[src/rtl/stat_pkg.sv]
package stat_pkg;
  localparam int unsigned STAT_W      = 8;
  localparam int unsigned ARITH_FLAGS = 4;
  localparam int unsigned POS_C       = 0;
  localparam int unsigned POS_HC      = 1;
  localparam int unsigned POS_Z       = 2;
  localparam int unsigned POS_OV      = 3;
  localparam int unsigned POS_SLEEP   = 4;
  localparam int unsigned POS_WDTO    = 5;

  typedef struct packed {
    logic halt;
    logic clr_wdt;
    logic expire;
  } pwr_evt_t;
endpackage

[src/rtl/stat_arith_bank.sv]
module stat_arith_bank #(
  parameter int unsigned NFLAG = 4
) (
  input  logic             clk,
  input  logic             rst_n,
  input  logic [NFLAG-1:0] alu_en,
  input  logic [NFLAG-1:0] alu_val,
  input  logic             sw_we,
  input  logic [NFLAG-1:0] sw_val,
  output logic [NFLAG-1:0] flags_q
);
  for (genvar i = 0; i < NFLAG; i++) begin : g_flag
    logic bit_q;
    always_ff @(posedge clk or negedge rst_n) begin
      if (!rst_n)          bit_q <= 1'b0;
      else if (alu_en[i])  bit_q <= alu_val[i];
      else if (sw_we)      bit_q <= sw_val[i];
    end
    assign flags_q[i] = bit_q;
  end
endmodule

[src/rtl/stat_pwr_flags.sv]
module stat_pwr_flags
  import stat_pkg::*;
(
  input  logic     clk,
  input  logic     rst_n,
  input  pwr_evt_t evt,
  output logic     sleep_q,
  output logic     wdto_q
);
  always_ff @(posedge clk or negedge rst_n) begin
    if (!rst_n)           sleep_q <= 1'b0;
    else if (evt.halt)    sleep_q <= 1'b1;
    else if (evt.clr_wdt) sleep_q <= 1'b0;
  end

  always_ff @(posedge clk or negedge rst_n) begin
    if (!rst_n)                        wdto_q <= 1'b0;
    else if (evt.expire)               wdto_q <= 1'b1;
    else if (evt.clr_wdt || evt.halt)  wdto_q <= 1'b0;
  end
endmodule

[src/rtl/status_flag_reg.sv]
module status_flag_reg
  import stat_pkg::*;
#(
  parameter int unsigned DATA_W  = STAT_W,
  parameter int unsigned N_ARITH = ARITH_FLAGS
) (
  input  logic               clk,
  input  logic               rst_n,
  input  logic [N_ARITH-1:0] alu_upd_en,
  input  logic [N_ARITH-1:0] alu_flag_in,
  input  logic               sw_wr_en,
  input  logic [DATA_W-1:0]  sw_wr_data,
  input  logic               halt_pulse,
  input  logic               clr_wdt_pulse,
  input  logic               wdt_expire,
  output logic [DATA_W-1:0]  stat_q
);
  localparam int unsigned SPARE_LO = N_ARITH;

  logic [N_ARITH-1:0] arith_q;
  logic               sleep_q;
  logic               wdto_q;
  pwr_evt_t           evt;
  logic               unused_wr_hi;

  assign unused_wr_hi = ^sw_wr_data[DATA_W-1:SPARE_LO];
  assign evt = '{halt: halt_pulse, clr_wdt: clr_wdt_pulse, expire: wdt_expire};

  stat_arith_bank #(.NFLAG(N_ARITH)) u_arith (
    .clk     (clk),
    .rst_n   (rst_n),
    .alu_en  (alu_upd_en),
    .alu_val (alu_flag_in),
    .sw_we   (sw_wr_en),
    .sw_val  (sw_wr_data[N_ARITH-1:0]),
    .flags_q (arith_q)
  );

  stat_pwr_flags u_pwr (
    .clk     (clk),
    .rst_n   (rst_n),
    .evt     (evt),
    .sleep_q (sleep_q),
    .wdto_q  (wdto_q)
  );

  always_comb begin
    stat_q                = '0;
    stat_q[N_ARITH-1:0]   = arith_q;
    stat_q[POS_SLEEP]     = sleep_q;
    stat_q[POS_WDTO]      = wdto_q;
  end
endmodule

[config.mk]
export PLATFORM = sky130hd
export DESIGN_NAME = status_flag_reg
export DESIGN_NICKNAME = d
export VERILOG_FILES = /design/src/rtl/stat_pkg.sv /design/src/rtl/stat_arith_bank.sv /design/src/rtl/stat_pwr_flags.sv /design/src/rtl/status_flag_reg.sv
export SDC_FILE = /design/constraint.sdc
export NUM_CORES = 1
export LEC_CHECK = 0
export BUFFER_PORTS_ARGS = -buffer_cell sky130_fd_sc_hd__clkbuf_2
export CORE_AREA = 5 5 42 44
export DETAILED_ROUTE_END_ITERATION = 16
export DIE_AREA = 0 0 47 49
export PLACE_DENSITY = 0.63
export SYNTH_ARGS = -nofsm -noshare
export SYNTH_HDL_FRONTEND = slang
export SYNTH_SLANG_ARGS = --single-unit
[constraint.sdc]
create_clock -name clk -period 1.8 [get_ports clk]
set_input_delay 0.27 -clock clk [delete_from_list [all_inputs] [get_ports clk]]
set_output_delay 0.27 -clock clk [all_outputs]
set_load 0.01 [all_outputs]
==> reports/results.ini <==
[synth]
ys_types = 10
synth_top_family_by_area = buffers and inverters
synthAdderAreaFrac_pct = 0
syn_avg_cell_area_um2 = 10.1
ys_seq_area_share_pct = 46.5
synth_compound_area_share_pct = 10.9
syn_area_um2 = 323
ys_ff_latch = 6
synth_mux_area_share_pct = 12.4
netlist_instances = 32
synth_simple_gate_area_share_pct = 5.81
synth_xor_area_share_pct = 0
yosys_warnings = 0

[worst_setup_path]
end_kind = primary output
cp.buffers_inverters = 1
cpLargestDelayFamily = flip-flops
critPathMaxStageDelay_ns = 0.38
cp_slowest_cell = dfrtp_1
crit_chain = clkbuf_2
critPathMaxFanout = 2
crit_arrival_ns = 0.74
critical_path_class = register to primary output
crit_required_ns = 1.53
start_kind = register

[sta]
fin_worst_skew_ns = 0
timing.fmax_ghz = 0.986
fin_tns_setup_ns = 0
finalSetupViolCount = 0
rsz0062_at_grt = false
fin_crit_ns = 1.01
slew_violations = 0
hold_violations = 0
post-route-period-util_pct = 56.3

[clocking]
clock_path_buffers = 2
cts_hold_buf = 1
tritoncts = yes
cts_setup_buffers = 0
numCtsBuffers = 3
htreeDepth = 1
cts.sinks = 6
clkTransAtPathRegs_ns = 0.05
cts_resized = 0
worstSkewPairLatency_ns = 0.24
cts_root_buffer = clkbuf_4

[die]
die_h_um = 49
io_pins = 30
rows = 14
initial_core_util_pct = 23.0
die_w_um = 47
die_area_um2 = 2300
coreArea_um2 = 1400

[global_routing]
grt_overflow_total = 0
antenna_found_initial = 0
grt_use_total_pct = 6.58
grt_max_degree = 7
grt_first_pass_wirelength_um = 1020
grt_pass1_vias = 259

[place]
io_buffers = 23
dpl.hpwl_um = 566
gp_congestion = 0.623
placed_cells = 63

[cells_and_area]
antenna_cells = 0
fillerInstances = 164
final_util_pct = 30.2
syn2layout_area_growth_pct = 31.0
fin_cells = 67
finalNetCount = 75
drive_gt1_share_pct = 51.0

[detailed_routing]
ant_nets = 0
drt_iter0_markers = 1
dr.pass1.iters = 3
via_per_inst = 4.12
routed-via-count = 276
post-route-drc-count = 0
routedWlPerCell_um = 9.67
drt_wl_total_um = 648

[run_status]
status = finished clean

[min_path]
hp-class = primary input to register

[pwr]
p_per_area_nw_per_um2 = 793
leakagePower_uw = 0.000247
vdd_drop_max_uv = 331

[flow_run]
drv_cap = 0

==> logic make-up (layout without fill, tap and decap cells) <==
group                  after synthesis  count (layout)
AOI/OAI and AO/OA                    6               6
buffers and inverters               10              28
DFF                                  6               6
muxes                                4               4
other                                1               2
and+or+nand+nor                      5               5
==> Yosys cell counts <==
cell / count / share of area, %
buf_6: 1 / 3.5
conb_1: 1 / 1.2
nor2_1: 1 / 1.2
dfrtp_1: 6 / 47
a21o_1: 2 / 4.6
inv_1: 1 / 1.2
o21ai_1: 4 / 6.2
nand2_1: 4 / 4.6
buf_4: 8 / 19
mux2i_1: 4 / 12
==> area by class of cell <==
cell class	count	area, µm²	area share [%]
inverter	1	3.75	0.888
multi-input combinational	17	101	24.0
tap	16	20.0	4.73
sequential	6	150	35.5
timing repair buffer	24	125	29.6
clock buffer	3	22.5	5.33
==> flip-flops by register name (all words and copies together) (netlist names) <==
| register | count |
|---|---|
| u_arith.g_flag.bit_q | 4 |
| u_pwr.sleep_q | 1 |
| u_pwr.wdto_q | 1 |
==> through the flow <==
stage	worst slack [ns]	instance area [µm²]	hold WS [ns]	total power, µW
floorplan	1.04	327	-0.0256	200
global placement	0.944	390	0.110	214
detailed placement	0.946	390	0.113	215
CTS	0.770	423	0.197	348
global route	0.738	423	0.199	366
finish	0.786	423	0.208	335
==> worst paths after layout <==
| path | cells after the start | start | to | slack (ns) |
|---|---|---|---|---|
| min | 2 | wdt_expire | u_pwr.wdto_q | 0.21 |
| max reg2reg | 2 | u_arith.g_flag[1].bit_q | u_arith.g_flag[1].bit_q | 1.10 |
| max in group asynchronous | 2 | rst_n | u_arith.g_flag[0].bit_q | 1.25 |
| min in group asynchronous | 2 | rst_n | u_pwr.wdto_q | 0.40 |
| max | 1 | u_arith.g_flag[2].bit_q | stat_q[2] | 0.79 |
| min reg2reg | 1 | u_pwr.wdto_q | u_pwr.wdto_q | 0.48 |
==> worst register-to-register path, cell delays in order, from the launching register on <==
cell and delay (ns):
dfrtp_1 0.37, mux2i_1 0.15, o21ai_1 0.07
==> layer usage <==
layer	GRT usage (%)	vias up	routed length, µm
li1	-	137	-
met1	6.68	126	219
met2	9.50	13	345
met3	4.43	0	83
met4	4.15	0	0
met5	0	-	0
==> placed cells by master, fill, tap and decap left out, drive strengths merged <==
| cell | synthesis | routed |
|---|---|---|
| conb | 1 | 2 |
| clkbuf | 0 | 26 |
| a21o | 2 | 2 |
| nand2 | 4 | 4 |
| dlygate4sd3 | 0 | 1 |
| mux2i | 4 | 4 |
| o21ai | 4 | 4 |
| nor2 | 1 | 1 |
| inv | 1 | 1 |
| dfrtp | 6 | 6 |
==> power by group <==
part / switching (µW) / internal, µW / leakage (µW)
Sequential: 5.58 / 147 / 0.0000703
Combinational: 28.6 / 31.9 / 0.000163
Clock: 47.1 / 75.3 / 0.0000138
(Power assumes the default switching activity.)
